[src/rtl/vag_pkg.sv]
package vag_pkg;
    typedef enum logic [1:0] {
        ST_IDLE   = 2'd0,
        ST_EMIT   = 2'd1,
        ST_FINISH = 2'd2
    } vag_state_e;
endpackage

[src/rtl/vag_strip_sizer.sv]
// Length of the leading (remainder) strip: total mod MAXVL, or MAXVL when
// the remainder is zero, so that no empty strip is ever planned.
module vag_strip_sizer #(
    parameter int LEN_W = 16,
    parameter int MAXVL = 64,
    parameter int VL_W  = $clog2(MAXVL + 1)
) (
    input  logic [LEN_W-1:0] total_i,
    output logic [VL_W-1:0]  first_len_o
);
    localparam bit IS_POW2 = ((MAXVL & (MAXVL - 1)) == 0);

    generate
        if (IS_POW2) begin : g_mask
            localparam int MW = $clog2(MAXVL);
            logic [MW-1:0] rem;
            assign rem = total_i[MW-1:0];
            assign first_len_o = (rem == '0) ? VL_W'(MAXVL) : VL_W'(rem);
        end else begin : g_mod
            logic [LEN_W-1:0] rem;
            assign rem = total_i % LEN_W'(MAXVL);
            assign first_len_o = (rem == '0) ? VL_W'(MAXVL) : VL_W'(rem);
        end
    endgenerate
endmodule

[src/rtl/vag_addr_accum.sv]
// Running element address: loaded with the base, stepped by the signed
// stride on every accepted element; wraps modulo 2^ADDR_W.
module vag_addr_accum #(
    parameter int ADDR_W = 24
) (
    input  logic              clk,
    input  logic              rst_n,
    input  logic              load_i,
    input  logic [ADDR_W-1:0] load_val_i,
    input  logic              step_i,
    input  logic [ADDR_W-1:0] stride_i,
    output logic [ADDR_W-1:0] addr_o
);
    always_ff @(posedge clk or negedge rst_n) begin
        if (!rst_n) begin
            addr_o <= '0;
        end else if (load_i) begin
            addr_o <= load_val_i;
        end else if (step_i) begin
            addr_o <= addr_o + stride_i;
        end
    end
endmodule

[src/rtl/vag_elem_counter.sv]
// Position of the current element inside its strip.
module vag_elem_counter #(
    parameter int VL_W = 7
) (
    input  logic            clk,
    input  logic            rst_n,
    input  logic            clear_i,
    input  logic            step_i,
    output logic [VL_W-1:0] idx_o
);
    always_ff @(posedge clk or negedge rst_n) begin
        if (!rst_n) begin
            idx_o <= '0;
        end else if (clear_i) begin
            idx_o <= '0;
        end else if (step_i) begin
            idx_o <= idx_o + 1'b1;
        end
    end
endmodule

[src/rtl/strip_addr_gen.sv]
module strip_addr_gen #(
    parameter int ADDR_W = 24,
    parameter int LEN_W  = 16,
    parameter int MAXVL  = 64,
    parameter int VL_W   = $clog2(MAXVL + 1)
) (
    input  logic              clk,
    input  logic              rst_n,
    input  logic              start_i,
    input  logic [LEN_W-1:0]  total_len_i,
    input  logic [ADDR_W-1:0] base_i,
    input  logic [ADDR_W-1:0] stride_i,
    input  logic              ready_i,
    output logic [ADDR_W-1:0] addr_o,
    output logic              valid_o,
    output logic              last_o,
    output logic [VL_W-1:0]   vl_o,
    output logic              strip_done_o,
    output logic              all_done_o
);
    import vag_pkg::*;

    localparam logic [VL_W-1:0]  FULL_VL  = VL_W'(MAXVL);
    localparam logic [LEN_W-1:0] FULL_LEN = LEN_W'(MAXVL);

    vag_state_e        state_q, state_d;
    logic [LEN_W-1:0]  remain_q;
    logic [VL_W-1:0]   vl_q;
    logic [ADDR_W-1:0] stride_q;
    logic [VL_W-1:0]   idx;
    logic [VL_W-1:0]   first_len;

    logic accept, fire, at_last, strip_end, final_end, next_strip;

    assign accept     = (state_q == ST_IDLE) && start_i;
    assign fire       = (state_q == ST_EMIT) && ready_i;
    assign at_last    = (idx == vl_q - 1'b1);
    assign strip_end  = fire && at_last;
    assign final_end  = strip_end && (remain_q == '0);
    assign next_strip = strip_end && (remain_q != '0);

    vag_strip_sizer #(.LEN_W(LEN_W), .MAXVL(MAXVL), .VL_W(VL_W)) u_sizer (
        .total_i     (total_len_i),
        .first_len_o (first_len)
    );

    vag_addr_accum #(.ADDR_W(ADDR_W)) u_addr (
        .clk        (clk),
        .rst_n      (rst_n),
        .load_i     (accept),
        .load_val_i (base_i),
        .step_i     (fire),
        .stride_i   (stride_q),
        .addr_o     (addr_o)
    );

    vag_elem_counter #(.VL_W(VL_W)) u_cnt (
        .clk     (clk),
        .rst_n   (rst_n),
        .clear_i (accept || strip_end),
        .step_i  (fire),
        .idx_o   (idx)
    );

    // Next-state logic
    always_comb begin
        state_d = state_q;
        unique case (state_q)
            ST_IDLE: begin
                if (start_i) begin
                    state_d = (total_len_i == '0) ? ST_FINISH : ST_EMIT;
                end
            end
            ST_EMIT: begin
                if (final_end) begin
                    state_d = ST_FINISH;
                end
            end
            ST_FINISH: state_d = ST_IDLE;
            default:   state_d = ST_IDLE;
        endcase
    end

    // State register
    always_ff @(posedge clk or negedge rst_n) begin
        if (!rst_n) begin
            state_q <= ST_IDLE;
        end else begin
            state_q <= state_d;
        end
    end

    // Strip bookkeeping: length of current strip and elements beyond it
    always_ff @(posedge clk or negedge rst_n) begin
        if (!rst_n) begin
            remain_q <= '0;
            vl_q     <= '0;
            stride_q <= '0;
        end else if (accept) begin
            stride_q <= stride_i;
            if (total_len_i == '0) begin
                remain_q <= '0;
                vl_q     <= '0;
            end else begin
                remain_q <= total_len_i - LEN_W'(first_len);
                vl_q     <= first_len;
            end
        end else if (next_strip) begin
            remain_q <= remain_q - FULL_LEN;
            vl_q     <= FULL_VL;
        end
    end

    // Outputs
    always_comb begin
        valid_o      = 1'b0;
        last_o       = 1'b0;
        strip_done_o = 1'b0;
        all_done_o   = 1'b0;
        vl_o         = vl_q;
        unique case (state_q)
            ST_IDLE: ;
            ST_EMIT: begin
                valid_o      = 1'b1;
                last_o       = at_last;
                strip_done_o = strip_end;
            end
            ST_FINISH: all_done_o = 1'b1;
            default: ;
        endcase
    end

    // Assertions
    a_r1_idle_quiet: assert property (@(posedge clk) disable iff (!rst_n)
        (state_q == ST_IDLE) |-> !valid_o && !all_done_o && !strip_done_o);

    a_r2_vl_in_range: assert property (@(posedge clk) disable iff (!rst_n)
        valid_o |-> (vl_o != '0) && (vl_o <= FULL_VL));

    a_r2_later_strip_full: assert property (@(posedge clk) disable iff (!rst_n)
        (strip_done_o && remain_q != '0) |=> valid_o && (vl_o == FULL_VL));

    a_r4_addr_step: assert property (@(posedge clk) disable iff (!rst_n)
        (valid_o && ready_i && !(last_o && remain_q == '0))
        |=> valid_o && (addr_o == $past(addr_o) + $past(stride_q)));

    a_r5_hold_on_stall: assert property (@(posedge clk) disable iff (!rst_n)
        (valid_o && !ready_i)
        |=> valid_o && $stable(addr_o) && $stable(last_o) && $stable(vl_o));

    a_r6_strip_done_on_last: assert property (@(posedge clk) disable iff (!rst_n)
        strip_done_o |-> valid_o && ready_i && last_o);

    a_r7_done_after_final: assert property (@(posedge clk) disable iff (!rst_n)
        (valid_o && ready_i && last_o && remain_q == '0) |=> all_done_o && !valid_o);

    a_r7_done_single: assert property (@(posedge clk) disable iff (!rst_n)
        all_done_o |=> !all_done_o && !valid_o);

    a_r8_empty_done: assert property (@(posedge clk) disable iff (!rst_n)
        (state_q == ST_IDLE && start_i && total_len_i == '0) |=> all_done_o && !valid_o);
endmodule

[config.mk]
export PLATFORM = sky130hd
export DESIGN_NAME = strip_addr_gen
export DESIGN_NICKNAME = d
export VERILOG_FILES = /design/src/rtl/vag_pkg.sv /design/src/rtl/vag_strip_sizer.sv /design/src/rtl/vag_addr_accum.sv /design/src/rtl/vag_elem_counter.sv /design/src/rtl/strip_addr_gen.sv
export SDC_FILE = /design/constraint.sdc
export NUM_CORES = 1
export LEC_CHECK = 0
export ABC_AREA = 1
export BUFFER_PORTS_ARGS = -buffer_cell sky130_fd_sc_hd__buf_4
export CAP_MARGIN = 25
export CORE_MARGIN = 2
export CORE_UTILIZATION = 35
export DETAILED_ROUTE_END_ITERATION = 10
export PLACE_DENSITY_LB_ADDON = 0.08
export SETUP_SLACK_MARGIN = 0.5
export SKIP_LAST_GASP = 1
export SYNTH_ARGS = -nofsm -noshare
export SYNTH_HDL_FRONTEND = slang
export SYNTH_SLANG_ARGS = --single-unit
[constraint.sdc]
create_clock -name clk -period 2.85 [get_ports clk]
set_clock_uncertainty 0.2 [all_clocks]
set_input_delay 0.7125 -clock clk [delete_from_list [all_inputs] [get_ports clk]]
set_output_delay 0.7125 -clock clk [all_outputs]
set_load 0.005 [all_outputs]
==> summary.md, run 1 <==
| Metric | Value |
|---|---|
| Data arrival time of the worst path | 1.84 ns |
| Seq/Total Area, Yosys | 33.3% |
| Top library cells by usage in the layout, fill and taps aside | 323 x nand2_1, 114 x buf_4, 105 x inv_1, 84 x nand3_1, 79 x nor2_1 |
| Router iterations before antenna repair | 4 |
| Maximum achievable frequency | 0.364 GHz |
| First-pass GRT wire length | 28.2 mm |
| Detailed-placement wirelength estimate | 13.0 mm |
| Internal power consumption | 0.00449 W |
| Final Wtd Congestion | 0.864 |
| Number of nets in the finished design | 1124 |
| Post-placement cell count | 1226 |
| Startpoint of the worst-slack reg-to-reg timing path | u_addr.addr_o[0] |
| Number of cells traversed by the worst register-to-register path | 12 |
| Global-route total usage across every layer | 19.6% |
| Most common library cell in the layout ignoring fill and taps | nand2_1 |
| Number of synthesized flops with an enable pin | 0 |
| End of the worst register-to-register path | u_addr.addr_o[14] |
| Average footprint of a synthesized cell | 6.56 um^2 |
| Required @ worst endpoint | 1.94 ns |
| Psw | 0.00429 W |
| Startpoint class of the critical path | register |
| First DRT Iteration DRCs | 242 |
| Total number of clock tree sinks | 80 |
| Pwr dens | 1160 nW/um^2 |
| Placement Setup Slack | 0.147 ns |
| Critical setup path kind | reg -> out |
| Power, Total | 0.00877 W |
| Combinational cell fraction of total power | 63.0% |
| Die height | 135 um |
| Input/output buffers | 102 |
| Total area of sequential cells | 2010 um^2 |
| Synth Cell Area | 6020 um^2 |
| Number of flip-flops and latches in the synthesized netlist | 80 |
| Cell at the root of the clock tree | clkbuf_16 |
| Fraction of synthesis flops using an asynchronous set or reset pin | 100% |
| Final non-filler cell total | 1248 |
| Setup slack on the worst flop-to-flop path | 0.69 ns |
| Final-report setup violation count | 0 |
| Final period utilization | 96.5% |
| Measured slew at the worst slew-check pin | 0.543 ns |
| Final setup margin | 0.0998 ns |
| Hold violation count in the final report | 0 |
| Clock tree from TritonCTS | done |
| Fraction of final layout cells sized beyond drive strength 1 | 19.1% |
| WL per Instance | 13.4 um |
| Setup repair after global routing missed its margin | true |
| Area inside the core boundary | 16700 um^2 |
| Path class of the lowest-slack min-delay path | in -> async |
| Kind of end point of the critical path | output pin |
| Dominant synthesized flop cell | dfrtp_1 |
| Clock power frac | 12.3% |
| Clock transition at the register clock pins on the worst setup and hold paths after CTS | 0.06 ns |
| Area of the die | 18300 um^2 |
| Number of ports placed on the die boundary | 103 |
| Total congestion overflow after global routing | 0 |
| Signed area change from the synthesized netlist to the final layout | 25.4% |
| Number of antenna violations at the first check in global routing | 0 |
| Max VDD drop | 604 uV |
| Outcome | complete, no violations |
| Total area of multi-input combinational cells | 3620 um^2 |
| Share of total power consumed by net switching | 48.8% |
| Die X-Extent | 135 um |
| Headroom to the max-slew limit | 63.8% |
| Number of antenna repair diodes | 0 |
| Leakage component of the power | 4.06 nW |
| Max-cap violations | 0 |
| Count of antenna-violating nets left after detailed routing | 0 |
| Vias | 5870 |
| Via density per instance | 4.70 |
| Number of fill cells | 1821 |
| Pin count of the biggest net entering global routing | 42 |
| Max clock buf depth | 2 |
| Time the worst path needs with I/O delays and setup | 2.75 ns |
| Depth of the CTS H-tree | 3 |
| Total count of max-transition violations in the final report | 0 |
| Aggregate routed wire length | 16.8 mm |
| Number of global-route vias before repair | 5814 |
| Drc violations | 0 |
| Final core area utilization | 45.2% |
| CTS buffer count | 9 |
| Flop pwr share | 24.6% |
| Clock Latency Late Sink | 0.35 ns |
| Highest fanout seen on the critical path | 3 |
| Instance count of the mapped netlist | 917 |
| Starting Density | 36.0% |
| Warnings from Yosys | 0 |
| Number of core rows | 47 |
| Yosys cell types | 39 |
flip-flops by register name (all words and copies together) (netlist names):
signal,cells
u_addr.addr_o,24
remain_q,16
stride_q,24
u_cnt.idx_o,7
state_q,2
vl_o,7
layer usage:
metal / global-route usage, % / routed length, um
met1: 24.5 / 7610
met2: 34.5 / 8340
met3: 3.87 / 617
met4: 4.98 / 205
met5: 0 / 0
power by group through the flow:
stage | Combinational (W) | Sequential, W | Clock (W)
finish | 0.00553 | 0.00216 | 0.00108
global route | 0.00638 | 0.00224 | 0.00117
CTS | 0.00548 | 0.00216 | 0.00112
detailed placement | 0.00535 | 0.00218 | 0
global placement | 0.00534 | 0.00217 | 0
floorplan | 0.00390 | 0.00203 | 0
cells in the mapped netlist, types with 2 or more instances:
master,number,share of area [%]
nand3_1,91,7.6
nand2_1,333,21
o221ai_1,6,0.87
xnor2_1,6,0.87
clkbuf_1,9,0.56
buf_6,2,0.37
dfrtp_1,80,33
inv_2,6,0.37
nand3b_1,3,0.37
clkinv_1,2,0.12
nand3_2,7,1.2
and2_1,2,0.21
or2_2,2,0.21
buf_4,2,0.25
o22ai_1,7,0.73
xor2_1,14,2.0
a21oi_1,23,1.9
nor2_2,5,0.52
or2_1,2,0.21
inv_1,110,6.9
nand2_2,4,0.42
buf_2,7,0.58
ha_1,31,6.4
o21ai_1,5,0.42
nor3_1,7,0.58
nor2_1,84,5.2
nand4_1,14,1.5
o21ai_0,31,2.6
conb_1,2,0.12
o21bai_1,8,1.0
buf_1,4,0.25
through the flow:
step	setup TNS, ns	hold WS, ns	instance area (um^2)
floorplan	0	0.217	6070
global placement	0	0.266	7100
detailed placement	0	0.266	7100
CTS	0	0.156	7450
global route	-0.0223	0.189	7540
finish	0	0.145	7540
cells by family (layout without fill, tap and decap cells):
| kind of cell | count (synthesis) | after routing | synth area share (%) |
|---|---|---|---|
| adders and majority gates | 32 | 32 | 6.78 |
| AOI/OAI and AO/OA | 84 | 84 | 8.03 |
| DFF | 80 | 80 | 33.3 |
| and+or+nand+nor | 557 | 557 | 39.5 |
| xor gates and xnor gates | 20 | 20 | 2.91 |
| buffers and inverters | 142 | 251 | 9.38 |
| other | 2 | 4 | 0.125 |
worst max-delay path by stage:
stage,endpoint,depth (start not counted),startpoint,slack [ns]
final,strip_done_o,8,vl_o[1],0.1
after CTS,strip_done_o,10,vl_o[1],0.11
after floorplan,strip_done_o,12,vl_o[0],0.47
after global routing,strip_done_o,11,vl_o[1],-0.02
after detailed placement,remain_q[13],13,total_len_i[0],0.15
after global placement,remain_q[13],13,total_len_i[0],0.17
cell type report:
type                            instances  share of cell area (%)
Tap cell                              220                    3.65
Sequential cell                        80                    26.6
Clock buffer                           15                    3.55
Multi-Input combinational cell        697                    48.0
Inverter                              118                    5.94
Timing Repair Buffer                  118                    12.3
what timing repair did:
item	4_1_cts	5_1_grt
hold buffers	0	0
resized for setup	11	27
setup endpoints to repair	3	20
pin swaps	5	4
endpoints found under the hold margin	0	0
buffers inserted	6	1
critical path: stages (launching register included):
cell and delay (ns):
dfrtp_1 0.42, inv_2 0.06, ha_4 0.27, xor2_2 0.18, nand4_1 0.11, nor2_1 0.12, nand3_2 0.12, nor2_2 0.09
buf_4 0.11
Power figures use the tool's default switching activity.
==> run 2: changes to the inputs <==
--- a/config.mk
+++ b/config.mk
@@ -16,4 +16,5 @@
 export SKIP_LAST_GASP = 1
 export SYNTH_ARGS = -nofsm -noshare
 export SYNTH_HDL_FRONTEND = slang
+export SYNTH_HIERARCHICAL = 1
 export SYNTH_SLANG_ARGS = --single-unit
==> summary.md, run 2 <==
| Metric | Value |
|---|---|
| Outcome | finished, violations left |
| Failing checks | negative setup slack |
| Die X-Extent | 141 um |
| Final-report setup violation count | 1 |
| Total congestion overflow after global routing | 0 |
| Drc violations | 0 |
| Die height | 141 um |
| Vias | 6598 |
| Detailed-placement wirelength estimate | 15.4 mm |
| Seq/Total Area, Yosys | 30.6% |
| Clock transition at the register clock pins on the worst setup and hold paths after CTS | 0.06 ns |
| Maximum achievable frequency | 0.349 GHz |
| Max-cap violations | 0 |
| Hold violation count in the final report | 0 |
| Warnings from Yosys | 6 |
| Final period utilization | 101% |
| Instance count of the mapped netlist | 1018 |
| Count of antenna-violating nets left after detailed routing | 0 |
| Number of global-route vias before repair | 6473 |
| Clock tree from TritonCTS | done |
| Startpoint of the worst-slack reg-to-reg timing path | vl_o[1] |
| Setup slack on the worst flop-to-flop path | 0.12 ns |
| Internal power consumption | 0.00477 W |
| Synth Cell Area | 6550 um^2 |
| Total count of max-transition violations in the final report | 0 |
| Share of total power consumed by net switching | 48.6% |
| Final core area utilization | 45.0% |
| Aggregate routed wire length | 19.9 mm |
| Signed area change from the synthesized netlist to the final layout | 27.5% |
| Most instantiated library cell after synthesis | nand2_1 |
| Leakage component of the power | 4.45 nW |
| Setup repair after global routing missed its margin | true |
| Starting Density | 35.3% |
| Total number of clock tree sinks | 80 |
| Top library cells by usage in the layout, fill and taps aside | 386 x nand2_1, 137 x inv_1, 117 x buf_4, 78 x nor2_1, 78 x dfrtp_1 |
| Combinational cell fraction of total power | 62.9% |
| Flop pwr share | 23.4% |
| Portion of synthesized cell area occupied by the leading cell type | 30.6% |
| Router iterations before antenna repair | 6 |
| Area of the die | 19800 um^2 |
| Instance area at placement | 7620 um^2 |
| Data arrival time of the worst path | 1.96 ns |
| Fraction of synthesis flops using an asynchronous set or reset pin | 100% |
| Number of synthesized flops with an enable pin | 0 |
| Input/output buffers | 102 |
| Fraction of final layout cells sized beyond drive strength 1 | 20.8% |
| CTS buffer count | 9 |
| Max clock buf depth | 2 |
| Headroom to the max-slew limit | 57.6% |
| Critical setup path kind | reg -> out |
| Largest cells by area after synthesis | dfrtp_1 31%, nand2_1 22%, inv_1 8.2%, nand3_1 7.2%, ha_1 6.5% |
| Number of ports placed on the die boundary | 103 |
| End of the worst register-to-register path | u_cnt/idx_o[5] |
| Number of nets in the finished design | 1240 |
| WL per Instance | 14.5 um |
| Number of cells traversed by the worst register-to-register path | 23 |
| Number of antenna violations at the first check in global routing | 0 |
| Launching element of the worst setup path | vl_o[0] |
| Global-route total usage across every layer | 20.1% |
| Final instance area | 8340 um^2 |
| Final setup margin | -0.0178 ns |
| Clock Latency Late Sink | 0.35 ns |
| Cell at the root of the clock tree | clkbuf_16 |
| Most common library cell in the layout ignoring fill and taps | nand2_1 |
| Final Wtd Congestion | 0.921 |
| Number of core rows | 50 |
| Path class of the lowest-slack min-delay path | in -> async |
| Clock power frac | 13.7% |
| Highest fanout seen on the critical path | 3 |
| Pin count of the biggest net entering global routing | 51 |
| Yosys cell types | 37 |
| Depth of the CTS H-tree | 3 |
| Pwr dens | 1110 nW/um^2 |
| Power, Total | 0.00927 W |
| Via density per instance | 4.80 |
| Required @ worst endpoint | 1.94 ns |
| Leading area contributor after synthesis | dfrtp_1 |
| Time the worst path needs with I/O delays and setup | 2.87 ns |
| Commonest cells in the synthesized netlist | 389 x nand2_1, 143 x inv_1, 94 x nand3_1 |
| Kind of end point of the critical path | output pin |
| Largest registers | stride_q: 24 flops, u_addr/addr_o: 24 flops, remain_q: 16 flops |
| Average footprint of a synthesized cell | 6.43 um^2 |
| Synth Net Count | 1122 |
| Psw | 0.00450 W |
| Startpoint class of the critical path | register |
| First-pass GRT wire length | 31.8 mm |
| Post-placement cell count | 1343 |
| Final non-filler cell total | 1375 |
| Post-cts hold buffer count | 0 |
| Number of flip-flops and latches in the synthesized netlist | 80 |
| Max VDD drop | 489 uV |
| Measured slew at the worst slew-check pin | 0.634 ns |
| Number of antenna repair diodes | 0 |
| Area inside the core boundary | 18500 um^2 |
| First DRT Iteration DRCs | 313 |
| Dominant synthesized flop cell | dfrtp_1 |
==> run 2: area by class of cell <==
| class | count | area [um^2] |
|---|---|---|
| fill | 1979 | 10200 |
| multi-input combinational | 765 | 4060 |
| sequential | 80 | 2000 |
| timing repair buffer | 131 | 1100 |
| inverter | 149 | 567 |
| tap | 234 | 293 |
| clock buffer | 10 | 229 |
| clock inverter | 6 | 92.6 |
==> run 2: kinds of logic (layout without fill, tap and decap cells) <==
| kind of cell | after synthesis | count (layout) | share of synthesized area (%) |
|---|---|---|---|
| xor+xnor | 15 | 15 | 2.01 |
| compound gates | 76 | 76 | 6.81 |
| simple gates | 638 | 638 | 43.1 |
| buf+inv | 173 | 296 | 10.4 |
| flops | 80 | 80 | 30.6 |
| fa+ha+maj | 36 | 36 | 7.11 |
==> run 2: critical path, stage by stage (launching register included) <==
cell and delay [ns]:
dfrtp_2 0.43, inv_4 0.07, buf_4 0.10, buf_4 0.10, nand2_1 0.05, nand2_1 0.09
nand2_1 0.07, nand2_1 0.11, nand4_1 0.16, buf_4 0.18, nor3_4 0.11, buf_4 0.13
==> run 2: what timing repair did <==
item / CTS / global route
pin swaps: 6 / 27
gates cloned: 0 / 3
setup buffers: 10 / 3
setup endpoints to repair: 4 / 33
hold endpoints to repair: 0 / 0
resized for setup: 11 / 42
==> run 2: how the worst max path moves through the flow <==
stage / to / slack (ns) / cells after the start
3_5_place_dp: remain_q[15] / 0.17 / 14
4_1_cts: strip_done_o / -0.06 / 10
5_1_grt: last_o / -0.17 / 10
6_report: last_o / -0.02 / 11
3_3_place_gp: remain_q[8] / 0.21 / 13
2_1_floorplan: remain_q[7] / 0.50 / 12
==> run 2: through the flow <==
| step | hold WS [ns] | worst slack [ns] | setup TNS (ns) |
|---|---|---|---|
| CTS | 0.103 | -0.0622 | -0.0659 |
| detailed placement | 0.269 | 0.173 | 0 |
| global route | 0.122 | -0.165 | -0.286 |
| finish | 0.0959 | -0.0178 | -0.0178 |
| floorplan | 0.217 | 0.499 | 0 |
| global placement | 0.266 | 0.207 | 0 |
==> run 2: layer usage <==
layer | global-route usage [%] | vias to the layer above | share of wire (%)
met3 | 3.40 | 31 | 3.9
li1 | - | 3434 | -
met5 | 0 | - | 0
met1 | 25.3 | 3008 | 45
met2 | 35.2 | 125 | 49
met4 | 6.37 | 0 | 2.2
==> run 2: power by group through the flow <==
stage	combinational, W	clock [W]	sequential (W)
floorplan	0.00381	0	0.00203
global placement	0.00532	0	0.00217
detailed placement	0.00533	0	0.00218
CTS	0.00555	0.00131	0.00216
global route	0.00660	0.00134	0.00224
finish	0.00583	0.00127	0.00216
